**src/rtl/rate_busy_pkg.sv**
```systemverilog
package rate_busy_pkg;
  typedef struct packed {
    logic push;
    logic tick;
  } histCtl_t;
endpackage

```
**src/rtl/busy_hist.sv**
```systemverilog
module busy_hist
  import rate_busy_pkg::*;
#(
  parameter int SHORT_LIMIT = 7,
  parameter int LONG_LIMIT  = 100,
  parameter int SHORT_TICKS = 50,
  parameter int LONG_TICKS  = 1000
) (
  input  logic     clk,
  input  logic     rstN,
  input  histCtl_t ctl,
  output logic     shortHit,
  output logic     longHit
);
  localparam int DEPTH = LONG_LIMIT;
  localparam int PTR_W = $clog2(DEPTH);
  localparam int AGE_W = $clog2(LONG_TICKS + 1);

  logic [AGE_W-1:0] ageMem [DEPTH];
  logic [DEPTH-1:0] validMem;
  logic [PTR_W-1:0] wrPtr;
  logic [PTR_W-1:0] shortIdx;

  always_ff @(posedge clk or negedge rstN) begin
    if (!rstN) wrPtr <= '0;
    else if (ctl.push) wrPtr <= (wrPtr == PTR_W'(DEPTH - 1)) ? '0 : wrPtr + PTR_W'(1);
  end

  // Each slot ages by itself and saturates at the long window length
  for (genvar i = 0; i < DEPTH; i++) begin : g_slot
    always_ff @(posedge clk or negedge rstN) begin
      if (!rstN) begin
        validMem[i] <= 1'b0;
        ageMem[i]   <= '0;
      end else if (ctl.push && wrPtr == PTR_W'(i)) begin
        validMem[i] <= 1'b1;
        ageMem[i]   <= '0;
      end else if (ctl.tick && validMem[i] && ageMem[i] < AGE_W'(LONG_TICKS)) begin
        ageMem[i] <= ageMem[i] + AGE_W'(1);
      end
    end
  end

  // The N-th most recent entry decides whether N entries sit in the window
  always_comb begin
    if (wrPtr >= PTR_W'(SHORT_LIMIT)) shortIdx = wrPtr - PTR_W'(SHORT_LIMIT);
    else shortIdx = wrPtr + PTR_W'(DEPTH - SHORT_LIMIT);
    shortHit = validMem[shortIdx] && (ageMem[shortIdx] < AGE_W'(SHORT_TICKS));
    longHit  = validMem[wrPtr] && (ageMem[wrPtr] < AGE_W'(LONG_TICKS));
  end

  p_fresh_age_r2: assert property (@(posedge clk) disable iff (!rstN)
    ctl.push |=> (ageMem[$past(wrPtr)] == '0) && validMem[$past(wrPtr)]);

  p_idle_stable_r8: assert property (@(posedge clk) disable iff (!rstN)
    (!ctl.push && !ctl.tick) |=> (shortHit == $past(shortHit)) && (longHit == $past(longHit)));
endmodule

```
**src/rtl/busy_ctl.sv**
```systemverilog
module busy_ctl
  import rate_busy_pkg::*;
#(
  parameter int NUM_RX = 4,
  parameter int REJ_W  = 16
) (
  input  logic              clk,
  input  logic              rstN,
  input  logic              trigIn,
  input  logic              tick,
  input  logic [NUM_RX-1:0] rxHigh,
  input  logic [NUM_RX-1:0] rxLow,
  input  logic              shortHit,
  input  logic              longHit,
  output histCtl_t          ctl,
  output logic              busy,
  output logic [REJ_W-1:0]  rejectCount
);
  logic [NUM_RX-1:0] markLatch;
  logic              markAny;

  for (genvar i = 0; i < NUM_RX; i++) begin : g_mark
    always_ff @(posedge clk or negedge rstN) begin
      if (!rstN) markLatch[i] <= 1'b0;
      else if (rxHigh[i]) markLatch[i] <= 1'b1;
      else if (rxLow[i]) markLatch[i] <= 1'b0;
    end
  end

  assign markAny  = |markLatch;
  assign busy     = shortHit | longHit | markAny;
  assign ctl.push = trigIn & ~busy;
  assign ctl.tick = tick;

  always_ff @(posedge clk or negedge rstN) begin
    if (!rstN) rejectCount <= '0;
    else if (trigIn && busy) rejectCount <= rejectCount + REJ_W'(1);
  end

  p_reject_count_r6: assert property (@(posedge clk) disable iff (!rstN)
    (trigIn && busy) |=> rejectCount == $past(rejectCount) + REJ_W'(1));

  p_no_push_busy_r6: assert property (@(posedge clk) disable iff (!rstN)
    busy |-> !ctl.push);

  p_mark_hold_r4: assert property (@(posedge clk) disable iff (!rstN)
    (markAny && !(|rxLow)) |=> markAny);

  p_high_busy_r5: assert property (@(posedge clk) disable iff (!rstN)
    (|rxHigh) |=> busy);
endmodule

```
**src/rtl/rate_busy_gen.sv**
```systemverilog
module rate_busy_gen
  import rate_busy_pkg::*;
#(
  parameter int NUM_RX      = 4,
  parameter int SHORT_LIMIT = 7,
  parameter int LONG_LIMIT  = 100,
  parameter int SHORT_TICKS = 50,
  parameter int LONG_TICKS  = 1000,
  parameter int REJ_W       = 16
) (
  input  logic              clk,
  input  logic              rstN,
  input  logic              trigIn,
  input  logic              tick,
  input  logic [NUM_RX-1:0] rxHigh,
  input  logic [NUM_RX-1:0] rxLow,
  output logic              busy,
  output logic [REJ_W-1:0]  rejectCount
);
  histCtl_t ctl;
  logic     shortHit;
  logic     longHit;

  busy_ctl #(.NUM_RX(NUM_RX), .REJ_W(REJ_W)) i_ctl (
    .clk(clk), .rstN(rstN), .trigIn(trigIn), .tick(tick),
    .rxHigh(rxHigh), .rxLow(rxLow), .shortHit(shortHit), .longHit(longHit),
    .ctl(ctl), .busy(busy), .rejectCount(rejectCount)
  );

  busy_hist #(
    .SHORT_LIMIT(SHORT_LIMIT), .LONG_LIMIT(LONG_LIMIT),
    .SHORT_TICKS(SHORT_TICKS), .LONG_TICKS(LONG_TICKS)
  ) i_hist (
    .clk(clk), .rstN(rstN), .ctl(ctl), .shortHit(shortHit), .longHit(longHit)
  );
endmodule

```
**config.mk**
```make
export PLATFORM = sky130hd
export DESIGN_NAME = rate_busy_gen
export DESIGN_NICKNAME = d
export VERILOG_FILES = /design/src/rtl/rate_busy_pkg.sv /design/src/rtl/busy_hist.sv /design/src/rtl/busy_ctl.sv /design/src/rtl/rate_busy_gen.sv
export SDC_FILE = /design/constraint.sdc
export NUM_CORES = 2
export LEC_CHECK = 0
export BUFFER_PORTS_ARGS = -buffer_cell sky130_fd_sc_hd__clkbuf_2
export CAP_MARGIN = 20
export CORE_MARGIN = 2
export CORE_UTILIZATION = 60
export DETAILED_ROUTE_END_ITERATION = 10
export GPL_TIMING_DRIVEN = 0
export HOLD_SLACK_MARGIN = 0.06
export PLACE_DENSITY = 0.76
export SETUP_SLACK_MARGIN = 0.05
export SLEW_MARGIN = 20
export SYNTH_ARGS = -nofsm -noshare
export SYNTH_HDL_FRONTEND = slang
export SYNTH_SLANG_ARGS = --single-unit
export TNS_END_PERCENT = 100
```
**constraint.sdc**
```tcl
create_clock -name clk -period 6.5 [get_ports clk]
set_clock_uncertainty 0.2 [all_clocks]
set_input_delay 0.325 -clock clk [delete_from_list [all_inputs] [get_ports clk]]
set_output_delay 0.325 -clock clk [all_outputs]
set_load 0.02 [all_outputs]
```
==> flow_metrics.py <==
metrics = {
    "status": {
        "outcome": "finished with violations",
        "violations": "setup timing",
    },
    "placed_design": {
        "hpwl_mm": 170,
        "gp_congestion": 1.09,
        "placed_area_um2": 65400,
        "portBuffers": 27,
    },
    "floorplan": {
        "ios": 29,
        "die_area_um2": 107000,
        "die_height_um": 327,
        "start_util": 0.606,
        "rows": 118,
        "coreArea_um2": 104000,
        "dieWidth_um": 327,
    },
    "sta": {
        "worst_pin_slew_ns": 1.39,
        "rsz0062_at_grt": "false",
        "setup_viol": 834,
        "finalHoldViolCount": 0,
        "fmax_ghz": 0.148,
        "max-slew-margin-rel": 0.0751,
        "drv_slew": 0,
        "fin_ws_ns": -0.257,
        "period_share": 1.04,
        "fin_crit_ns": 6.76,
    },
    "global_route": {
        "grt_util_met3": 0.215,
        "grt_antenna_before_repair": 27,
        "grt.met1_usage": 0.564,
        "grt_pass1_wl_mm": 354,
        "busiest_layer": "met2",
        "grtUsageMet2": 0.618,
        "grt_pass1_vias": 52269,
        "grt_use_total": 0.455,
        "overflow": 0,
        "grt_max_degree": 95,
    },
    "yosys": {
        "synth-xor-area-share": 0.114,
        "synth_compound_area_frac": 0.0715,
        "synth_top_family_by_area": "simple AND/OR/NAND/NOR gates",
        "synth-simple-area-share": 0.211,
        "synthMuxAreaShare": 0.105,
        "syn_inst": 6331,
        "syn-cell-area_um2": 62800,
        "synth-seq-cells": 1127,
        "yosys_most_used_dff": "dfrtp_1",
        "syn_area_per_cell_um2": 9.92,
        "yosys_warnings": 0,
        "seq_area_frac_synth": 0.449,
        "ys_types": 77,
        "syn_nets": 6448,
        "async_reset_ff_frac": 1.00,
        "synth_fa_ha_area_frac": 0.0209,
        "synth_edf_count": 0,
    },
    "detailed_routing": {
        "drc": 0,
        "dr.pass1.iters": 9,
        "drtIter0Drc": 9350,
        "vias": 56023,
        "wl_per_cell_um": 30.4,
        "ant_nets": 0,
        "totalWireLength_mm": 244,
        "via_per_inst": 6.98,
    },
    "finish": {
        "drive_above_1_share": 0.138,
        "final_nets": 6638,
        "final_area_um2": 70800,
        "area_growth_pct": 12.7,
        "fill_cells": 7974,
    },
    "clock_network": {
        "cts_made_buffers": 120,
        "cts_sinks": 1127,
        "root_buffer": "clkbuf_16",
        "cts_tree": "done",
        "cts_max_path_buffers": 3,
        "htreeDepth": 3,
        "clk_latency_ns": 0.78,
        "clk_pin_slew_ns": 0.06,
    },
    "job": {
        "cap_violations": 0,
    },
    "critical_path": {
        "startpoint_type": "flop",
        "crit_fanout": 10,
        "worstSetupEndpointType": "flop",
        "crit_start": "i_hist.wrPtr[0]",
        "critPathCapture": "i_hist.ageMem[228]",
        "critPathArrivalTime_ns": 7.19,
        "r2r_slack_ns": -0.26,
        "timing.rr.end": "i_hist.ageMem[228]",
        "r2r-start": "i_hist.wrPtr[0]",
        "r2r_cells": 16,
        "crit_required_ns": 6.93,
        "worstSetupPathType": "flop to flop",
    },
    "power_and_ir_drop": {
        "ir_drop_v": 0.000244,
        "power_density_nw_per_um2": 264,
        "power_mw": 18.7,
        "p_leak_nw": 32.4,
    },
    "hold_path": {
        "hp-class": "primary input to flop",
    },
}
## stage by stage
step | util | TNS [ns] | instances | worst slack (ns) | hold WS, ns
after floorplan | - | 0 | 6331 | 1.40 | -0.171
after global placement | 0.624 | - | 7738 | -22.83 | 0.257
after detailed placement | 0.631 | -3703.81 | 7762 | -3.78 | 0.0226
after CTS | 0.680 | 0 | 8000 | 0.0651 | 0.125
after global routing | 0.683 | 0 | 8010 | 0.0570 | 0.182
final | 0.683 | -101.64 | 8028 | -0.257 | 0.154
## where the power goes
part	leakage [nW]	switching (mW)	total, mW	internal [mW]
registers	15.6	0.0611	7.13	7.07
clock network	2.09	3.07	7.49	4.41
logic	14.7	3.05	4.10	1.05
total	32.4	6.19	18.7	12.5
## worst min-delay path by stage
| stage | from | endpoint | cells past startpoint |
|---|---|---|---|
| after detailed placement | rstN | i_hist.ageMem[758] | 1 |
| after CTS | rxLow[2] | i_ctl.markLatch[2] | 4 |
| final | rxLow[1] | i_ctl.markLatch[1] | 4 |
| after global routing | rxLow[2] | i_ctl.markLatch[2] | 4 |
| after global placement | i_ctl.rejectCount[15] | i_ctl.rejectCount[15] | 1 |
| after floorplan | rstN | i_ctl.markLatch[0] | 0 |
## worst max-delay path, cell delays in order, from the launching register on
cell	delay, ns
dfrtp_1	0.39
buf_2	0.25
buf_2	0.37
buf_2	0.67
clkbuf_2	0.76
mux4_2	0.36
a22oi_1	0.13
a21oi_1	0.60
nor4_1	0.12
nor2_1	0.13
nand4_1	0.41
a32oi_1	0.55
o2111ai_4	0.40
buf_2	0.39
nor3_1	0.44
buf_2	0.31
nor2_1	0.08
## registers in the layout, indices dropped and copies added (netlist names)
register	count
i_ctl.markLatch	4
i_ctl.rejectCount	16
i_hist.ageMem	1000
i_hist.validMem	100
i_hist.wrPtr	7
## cell usage after synthesis, drive strengths merged, types with 35 or more instances
library cell | count | area share
nor2 | 1280 | 0.077
dfrtp | 1127 | 0.45
xor2 | 426 | 0.059
xnor2 | 393 | 0.055
nand2 | 391 | 0.023
nand3 | 309 | 0.025
mux4 | 235 | 0.084
and3 | 209 | 0.021
buf | 196 | 0.015
nor3 | 171 | 0.014
nand4 | 154 | 0.015
clkbuf | 136 | 0.0081
a21oi | 133 | 0.011
nor4 | 122 | 0.012
a31oi | 115 | 0.011
mux2i | 111 | 0.018
ha | 105 | 0.021
or2 | 100 | 0.010
o21ai | 78 | 0.0062
inv | 73 | 0.0044
o2111ai | 66 | 0.0093
a22oi | 55 | 0.0066
nor4b | 39 | 0.0054
and2 | 37 | 0.0037
o211ai | 35 | 0.0042
## per-layer routing
layer / vias to the layer above / wire length (µm)
li1: 22907 / -
met1: 27306 / 85200
met2: 4387 / 97600
met3: 1405 / 37900
met4: 18 / 23300
met5: - / 273
## cell type report
type                            instances  area (µm²)  share of cell area
Buffer                                331        1980              0.0280
Inverter                               76         289             0.00408
Clock buffer                          173        3460              0.0489
Sequential cell                      1127       28200               0.398
Multi-Input combinational cell       4796       33400               0.472
Clock inverter                         53         793              0.0112
Tap cell                             1380        1730              0.0244
Timing Repair Buffer                   69         900              0.0127
Antenna cell                           23        57.6            0.000813
## logic make-up (layout without fill, tap and decap cells)
kind of cell / count (synthesis) / count (layout)
AOI/OAI and AO/OA: 650 / 650
xor gates and xnor gates: 819 / 819
adders and majority gates: 105 / 105
buffers and inverters: 408 / 702
DFF: 1127 / 1127
muxes: 361 / 361
other: 0 / 23
and+or+nand+nor: 2861 / 2861
## layout by cell type (no fill, tap or decap), drive strengths merged, types with 23 or more instances in the layout
| cell type | instances |
|---|---|
| and2 | 37 |
| a21oi | 133 |
| nor4b | 39 |
| clkinv | 28 |
| ha | 105 |
| nand3 | 309 |
| a211oi | 25 |
| nor2 | 1280 |
| inv | 78 |
| o21ai | 78 |
| nand2 | 391 |
| xnor2 | 393 |
| clkbuf | 357 |
| o2111ai | 66 |
| nor3 | 171 |
| mux2i | 111 |
| or2 | 100 |
| nand4 | 154 |
| mux4 | 235 |
| diode | 23 |
| xor2 | 426 |
| a22oi | 55 |
| buf | 205 |
| dfrtp | 1127 |
| nor4 | 122 |
| o211ai | 35 |
| a31oi | 115 |
| and3 | 209 |
## timing repair
item	in CTS	in global routing
endpoints found under the hold margin	348	0
hold buffers	12	0
setup endpoints to repair	1124	1053
pin swaps	1	3
gates cloned	0	0
buffers inserted	0	5
resized for setup	170	63
Note: power is estimated with default switching activity, not from simulation.
